--- config.mk ---
export PLATFORM = sky130hd
export DESIGN_NAME = wdt_nmi_top
export DESIGN_NICKNAME = d
export VERILOG_FILES = /design/src/rtl/wdt_pkg.sv /design/src/rtl/wdt_prescaler.sv /design/src/rtl/wdt_regs.sv /design/src/rtl/wdt_countdown.sv /design/src/rtl/wdt_nmi_top.sv
export SDC_FILE = /design/constraint.sdc
export NUM_CORES = 1
export LEC_CHECK = 0
export BUFFER_PORTS_ARGS = -buffer_cell sky130_fd_sc_hd__buf_4
export CORE_ASPECT_RATIO = 0.9
export CORE_MARGIN = 2
export CORE_UTILIZATION = 52
export DETAILED_ROUTE_END_ITERATION = 7
export PLACE_DENSITY = 0.86
export SETUP_SLACK_MARGIN = 0.2
export SLEW_MARGIN = 25
export SYNTH_ARGS = -nofsm -noshare
export SYNTH_HDL_FRONTEND = slang
export SYNTH_SLANG_ARGS = --single-unit
export TNS_END_PERCENT = 100
--- constraint.sdc ---
create_clock -name clk -period 2.53 [get_ports clk]
set_input_delay 0.253 -clock clk [delete_from_list [all_inputs] [get_ports clk]]
set_output_delay 0.253 -clock clk [all_outputs]
set_load 0.01 [all_outputs]
--- src/rtl/wdt_pkg.sv ---
package wdt_pkg;
  localparam int unsigned UNIT_MS = 128;

  // whole count units in a number of seconds, rounded down
  function automatic int unsigned secs_to_units(input int unsigned secs);
    return (secs * 1000) / UNIT_MS;
  endfunction

  // count units covering a number of seconds, rounded up
  function automatic int unsigned secs_to_units_ceil(input int unsigned secs);
    return (secs * 1000 + UNIT_MS - 1) / UNIT_MS;
  endfunction
endpackage

--- src/rtl/wdt_prescaler.sv ---
module wdt_prescaler #(
  parameter int unsigned TICK_DIV = 4
) (
  input  logic clk,
  input  logic rst_n,
  input  logic run_en,
  input  logic clear,
  output logic tick
);
  generate
    if (TICK_DIV == 1) begin : g_direct
      assign tick = run_en && !clear;
    end else begin : g_div
      localparam int unsigned PW = $clog2(TICK_DIV);
      localparam logic [PW-1:0] LAST = PW'(TICK_DIV - 1);
      logic [PW-1:0] phase_q;

      always_ff @(posedge clk or negedge rst_n) begin
        if (!rst_n)                       phase_q <= '0;
        else if (clear || !run_en)        phase_q <= '0;
        else if (phase_q == LAST)         phase_q <= '0;
        else                              phase_q <= phase_q + 1'b1;
      end

      assign tick = run_en && !clear && (phase_q == LAST);

      assert_phase_bound_R4: assert property (@(posedge clk) disable iff (!rst_n)
        phase_q <= LAST);
      assert_tick_spacing_R4: assert property (@(posedge clk) disable iff (!rst_n)
        tick |=> !tick);
    end
  endgenerate
endmodule

--- src/rtl/wdt_regs.sv ---
module wdt_regs #(
  parameter int unsigned ADDR_W     = 8,
  parameter int unsigned CNT_W      = 16,
  parameter logic [ADDR_W-1:0] RELOAD_OFS = 'h70,
  parameter logic [ADDR_W-1:0] CTRL_OFS   = 'h72,
  parameter logic [CNT_W-1:0]  RESET_UNITS = '0
) (
  input  logic              clk,
  input  logic              rst_n,
  input  logic              bus_wr,
  input  logic [ADDR_W-1:0] bus_addr,
  input  logic [15:0]       bus_wdata,
  output logic [15:0]       bus_rdata,
  input  logic [CNT_W-1:0]  count,
  input  logic              fire_end,
  output logic              run_en,
  output logic              load,
  output logic [CNT_W-1:0]  load_val
);
  logic [7:0]       ctrl_q;
  logic [CNT_W-1:0] reload_q;
  logic             wr_reload, wr_ctrl, start;

  assign wr_reload = bus_wr && (bus_addr == RELOAD_OFS);
  assign wr_ctrl   = bus_wr && (bus_addr == CTRL_OFS);
  assign start     = wr_ctrl && bus_wdata[0] && !ctrl_q[0];
  assign load      = wr_reload || start;
  assign load_val  = wr_reload ? bus_wdata[CNT_W-1:0] : reload_q;
  assign run_en    = ctrl_q[0];

  always_ff @(posedge clk or negedge rst_n) begin
    if (!rst_n) begin
      ctrl_q   <= '0;
      reload_q <= RESET_UNITS;
    end else begin
      if (wr_reload) reload_q <= bus_wdata[CNT_W-1:0];
      if (wr_ctrl)       ctrl_q    <= bus_wdata[7:0];
      else if (fire_end) ctrl_q[0] <= 1'b0;
    end
  end

  always_comb begin
    bus_rdata = '0;
    if (bus_addr == RELOAD_OFS)    bus_rdata = 16'(count);
    else if (bus_addr == CTRL_OFS) bus_rdata = {8'h00, ctrl_q};
  end

  assert_expiry_stops_R7: assert property (@(posedge clk) disable iff (!rst_n)
    (fire_end && !wr_ctrl) |=> !run_en);
  assert_expiry_keeps_bits_R7: assert property (@(posedge clk) disable iff (!rst_n)
    (fire_end && !wr_ctrl) |=> (ctrl_q[7:1] == $past(ctrl_q[7:1])));
endmodule

--- src/rtl/wdt_countdown.sv ---
module wdt_countdown #(
  parameter int unsigned CNT_W = 16,
  parameter logic [CNT_W-1:0] PRE_TICKS   = 71,
  parameter logic [CNT_W-1:0] RESET_UNITS = '0
) (
  input  logic             clk,
  input  logic             rst_n,
  input  logic             run_en,
  input  logic             tick,
  input  logic             load,
  input  logic [CNT_W-1:0] load_val,
  output logic [CNT_W-1:0] count,
  output logic             pretimeout,
  output logic             sys_reset,
  output logic             fire_end
);
  logic [CNT_W-1:0] count_q;
  logic             firing_q;

  always_ff @(posedge clk or negedge rst_n) begin
    if (!rst_n) begin
      count_q  <= RESET_UNITS;
      firing_q <= 1'b0;
    end else if (load) begin
      count_q  <= load_val;
      firing_q <= 1'b0;
    end else if (!run_en) begin
      firing_q <= 1'b0;
    end else if (tick) begin
      if (firing_q)              firing_q <= 1'b0;
      else if (count_q <= 1) begin
        count_q  <= '0;
        firing_q <= 1'b1;
      end else                   count_q <= count_q - 1'b1;
    end
  end

  assign count      = count_q;
  assign sys_reset  = firing_q;
  assign fire_end   = tick && firing_q && run_en && !load;
  assign pretimeout = run_en && (count_q <= PRE_TICKS);

  assert_step_down_R4: assert property (@(posedge clk) disable iff (!rst_n)
    (run_en && tick && !load && !firing_q && count_q > 1) |=> (count_q == $past(count_q) - 1'b1));
  assert_hold_between_ticks_R4: assert property (@(posedge clk) disable iff (!rst_n)
    (!tick && !load) |=> $stable(count_q));
  assert_reset_one_tick_R7: assert property (@(posedge clk) disable iff (!rst_n)
    fire_end |=> !sys_reset);
  assert_reset_under_nmi_R6: assert property (@(posedge clk) disable iff (!rst_n)
    sys_reset |-> pretimeout);
  assert_ping_cancels_R5: assert property (@(posedge clk) disable iff (!rst_n)
    load |=> !sys_reset);
  assert_stop_quiet_R8: assert property (@(posedge clk) disable iff (!rst_n)
    !run_en |=> !sys_reset);
endmodule

--- src/rtl/wdt_nmi_top.sv ---
module wdt_nmi_top #(
  parameter int unsigned ADDR_W     = 8,
  parameter int unsigned TICK_DIV   = 12_800_000,
  parameter int unsigned DEFAULT_S  = 30,
  parameter int unsigned PRE_S      = 9,
  parameter logic [ADDR_W-1:0] RELOAD_OFS = 'h70,
  parameter logic [ADDR_W-1:0] CTRL_OFS   = 'h72
) (
  input  logic              clk,
  input  logic              rst_n,
  input  logic              bus_wr,
  input  logic [ADDR_W-1:0] bus_addr,
  input  logic [15:0]       bus_wdata,
  output logic [15:0]       bus_rdata,
  output logic              pretimeout_nmi,
  output logic              sys_reset
);
  localparam int unsigned CNT_W = 16;
  localparam logic [CNT_W-1:0] RESET_UNITS = CNT_W'(wdt_pkg::secs_to_units(DEFAULT_S));
  localparam logic [CNT_W-1:0] PRE_TICKS   = CNT_W'(wdt_pkg::secs_to_units_ceil(PRE_S));

  logic             run_en, load, tick, fire_end;
  logic [CNT_W-1:0] load_val, count;

  wdt_regs #(
    .ADDR_W(ADDR_W), .CNT_W(CNT_W), .RELOAD_OFS(RELOAD_OFS),
    .CTRL_OFS(CTRL_OFS), .RESET_UNITS(RESET_UNITS)
  ) regs_i (
    .clk(clk), .rst_n(rst_n), .bus_wr(bus_wr), .bus_addr(bus_addr),
    .bus_wdata(bus_wdata), .bus_rdata(bus_rdata), .count(count),
    .fire_end(fire_end), .run_en(run_en), .load(load), .load_val(load_val)
  );

  wdt_prescaler #(.TICK_DIV(TICK_DIV)) presc_i (
    .clk(clk), .rst_n(rst_n), .run_en(run_en), .clear(load), .tick(tick)
  );

  wdt_countdown #(
    .CNT_W(CNT_W), .PRE_TICKS(PRE_TICKS), .RESET_UNITS(RESET_UNITS)
  ) cnt_i (
    .clk(clk), .rst_n(rst_n), .run_en(run_en), .tick(tick), .load(load),
    .load_val(load_val), .count(count), .pretimeout(pretimeout_nmi),
    .sys_reset(sys_reset), .fire_end(fire_end)
  );

  assert_nmi_needs_run_R6: assert property (@(posedge clk) disable iff (!rst_n)
    pretimeout_nmi |-> run_en);
endmodule

==> metrics.txt <==
routed length per instance 16.91 um; Peak Freq 424.8 MHz; I/O Buffers 44; die height 81.75 um; die area 7388 sq um; CTS max path bufs 2; std cell rows 28; Area Growth Syn to Fin 27.80%; failing checks negative hold slack; count leader, synth dfrtp_1; Synth top cells by count dfrtp_1, nor2_1, nand2_1; drt pass-1 iters 5; gr ovfl total 0; top-area cell type share of the netlist area 0.3941; synthesized netlist cell count 355; Leak 2.009 nW; detailed-route DRC error count 0; count of different cell masters after synthesis 48; CP Capture Type flop; CP arrival 2.57 ns; Die W 90.38 um; skew final 0.005839 ns; Seq/Total Area, Yosys 0.4694; most used flip-flop cell after synthesis dfrtp_1; hpwl dp 5995 um; final number of setup-violating endpoints 0; hold buffer count at CTS 0; Async S/R FF share, synth 1.000; worst path cell trace nand4_1 -> or3_4 -> or4_4 -> o311a_1 -> or3_1; Worst Path Required 2.75 ns; Post-synth EDFFs 0; H-Tree Depth 3; hold slack -0.01904 ns; Yosys warnings 0; total CTS buffers 9; Core ar. 6551 sq um; reg2reg end cnt_i.count[14]; Post-Route WL 8829 um; Synth area leaders dfrtp_1, dfstp_2, mux2_2; Setup crit start kind flop; ratio of cells with drive above 1 in the final layout 0.3426; Max VDD drop 455.7 uV; crit path kind reg -> reg; Mapped Avg Cell Area 9.837 sq um; final-stage net count 457; clock sink count 65; Least-Margin Pin Slew 0.8090 ns; relative slew slack 0.4607; Vias 3068; Slowest-stage cell, CP or4_4; Final Cycle Share 0.9305; number of global-route vias before repair 3153; Reg-to-Reg Start presc_i.g_div.phase_q[9]; outcome complete, but fails checks; syn_nets 385; Initial Util 0.5330; Period minus WS final 2.354 ns; #FFs+latches synth 65; setup TNS 0 ns; Total GRT Usage 0.2544; Final Hold Viols 9; worst r2r path cells 5; Layout Utilization 0.6812; Reg clk slew, reported paths 0.07 ns; routed vias/inst 5.877; Skew-Pair Late Insertion Delay 0.34 ns; Final ANT Viol Nets 0; RSZ-0062 raised after global routing true; largest net degree at the start of global routing 66; Placer Congestion 0.9228; ANT cells 0; CTS Root Cell clkbuf_8; Mapped Area 3492 sq um; io pins 45; global-route wire length before repair 14770 um; Slew Viols, Final 0; CTS tree built; initial antenna violation count 0; Reg2Reg Setup Slack 0.18 ns; Initial DRC Count 319; Worst path max stage delay 0.47 ns; Min-Delay Path Class in -> async; Crit Path Max Fanout 5; Yosys top cell by area dfrtp_1; pwr/cell area 546.6 nW/um^2; Max-cap violations 0
critical path: cells and delay by family, from the launching register on:
| family | cells | cell delay (ns) |
|---|---|---|
| AND/OR/NAND/NOR | 4 | 1.47 |
| flip-flops | 1 | 0.42 |
| AO/OA/AOI/OAI | 1 | 0.34 |
flip-flops by register name, indices dropped and copies added (netlist names):
register               flops
cnt_i.sys_reset            1
presc_i.g_div.phase_q     24
regs_i.reload_q           16
cnt_i.count               16
regs_i.ctrl_q              8
final cells by class:
| class | count | area (sq um) |
|---|---|---|
| clock inverters | 4 | 98.84 |
| well taps | 90 | 112.6 |
| clock buffers | 12 | 155.1 |
| fillers | 502 | 2088 |
| flip-flops and latches | 65 | 1639 |
| inverters | 8 | 30.03 |
| repair buffers | 77 | 594.3 |
| multi-input cells | 266 | 1833 |
cells by family (layout without fill, tap and decap cells):
family,count (synthesis),after routing,synth area share
AND/OR/NAND/NOR,160,160,0.2444
flip-flops,65,65,0.4694
AO/OA/AOI/OAI,58,58,0.1190
buffers and inverters,24,101,0.02723
multiplexers,23,23,0.07417
XOR/XNOR,22,22,0.05518
adder cells (fa/ha/maj),3,3,0.01075
worst max path at each step:
| stage | startpoint | to | depth (start not counted) |
|---|---|---|---|
| CTS | presc_i.g_div.phase_q[0] | cnt_i.count[14] | 6 |
| detailed placement | bus_addr[0] | cnt_i.count[10] | 7 |
| global placement | bus_addr[0] | cnt_i.count[10] | 7 |
| finish | presc_i.g_div.phase_q[9] | cnt_i.count[14] | 5 |
| global route | presc_i.g_div.phase_q[1] | cnt_i.count[14] | 6 |
| floorplan | presc_i.g_div.phase_q[0] | cnt_i.count[4] | 8 |
power breakdown:
group,total (W),internal (W),switching [W]
Combinational,0.000234,0.000102,0.000131
Clock,0.00111,0.000711,0.000397
Sequential,0.00110,0.00107,0.0000247
per-layer routing:
layer  global-route usage  vias to the layer above  routed length, um
li1                     -                     1436                  -
met1               0.3143                     1512               3737
met2               0.4368                      104               4471
met3              0.06697                       16                484
met4              0.09692                        0                136
met5                    0                        -                  0
timing repair:
action                     in CTS  in global routing
setup buffers                   6                  3
resized for setup               5                 12
cloned                          0                  0
setup endpoints to repair      14                 15
pin swaps                       2                  1
layout by cell type, fill, tap and decap left out, types with 8 or more instances in the layout:
master / netlist / layout
xor2_1: 16 / 16
buf_4: 0 / 75
and2_1: 12 / 12
dfstp_2: 10 / 10
inv_1: 8 / 8
dfrtp_1: 55 / 55
nand2_1: 25 / 25
nand3_1: 11 / 11
clkbuf_8: 0 / 11
a21oi_1: 13 / 13
mux2_2: 23 / 23
nand4_1: 11 / 11
a22o_1: 8 / 8
nor2_1: 40 / 39
nor3_1: 13 / 12
metrics by stage:
| step | power, W | area [sq um] | worst slack [ns] | hold slack (ns) | std cells |
|---|---|---|---|---|---|
| 6_report | 0.002440 | 4463 | 0.1757 | -0.01904 | 522 |
| 5_1_grt | 0.002531 | 4463 | 0.08314 | 0.05262 | 522 |
| 4_1_cts | 0.002443 | 4403 | 0.2019 | 0.02993 | 519 |
| 3_5_place_dp | 0.001335 | 4086 | 0.04412 | 0.4009 | 497 |
| 3_3_place_gp | 0.001330 | 4086 | 0.09468 | 0.3868 | 497 |
| 2_1_floorplan | 0.001223 | 3531 | 0.1802 | -0.04259 | 355 |
No activity file was read; power rests on OpenSTA's default activity.
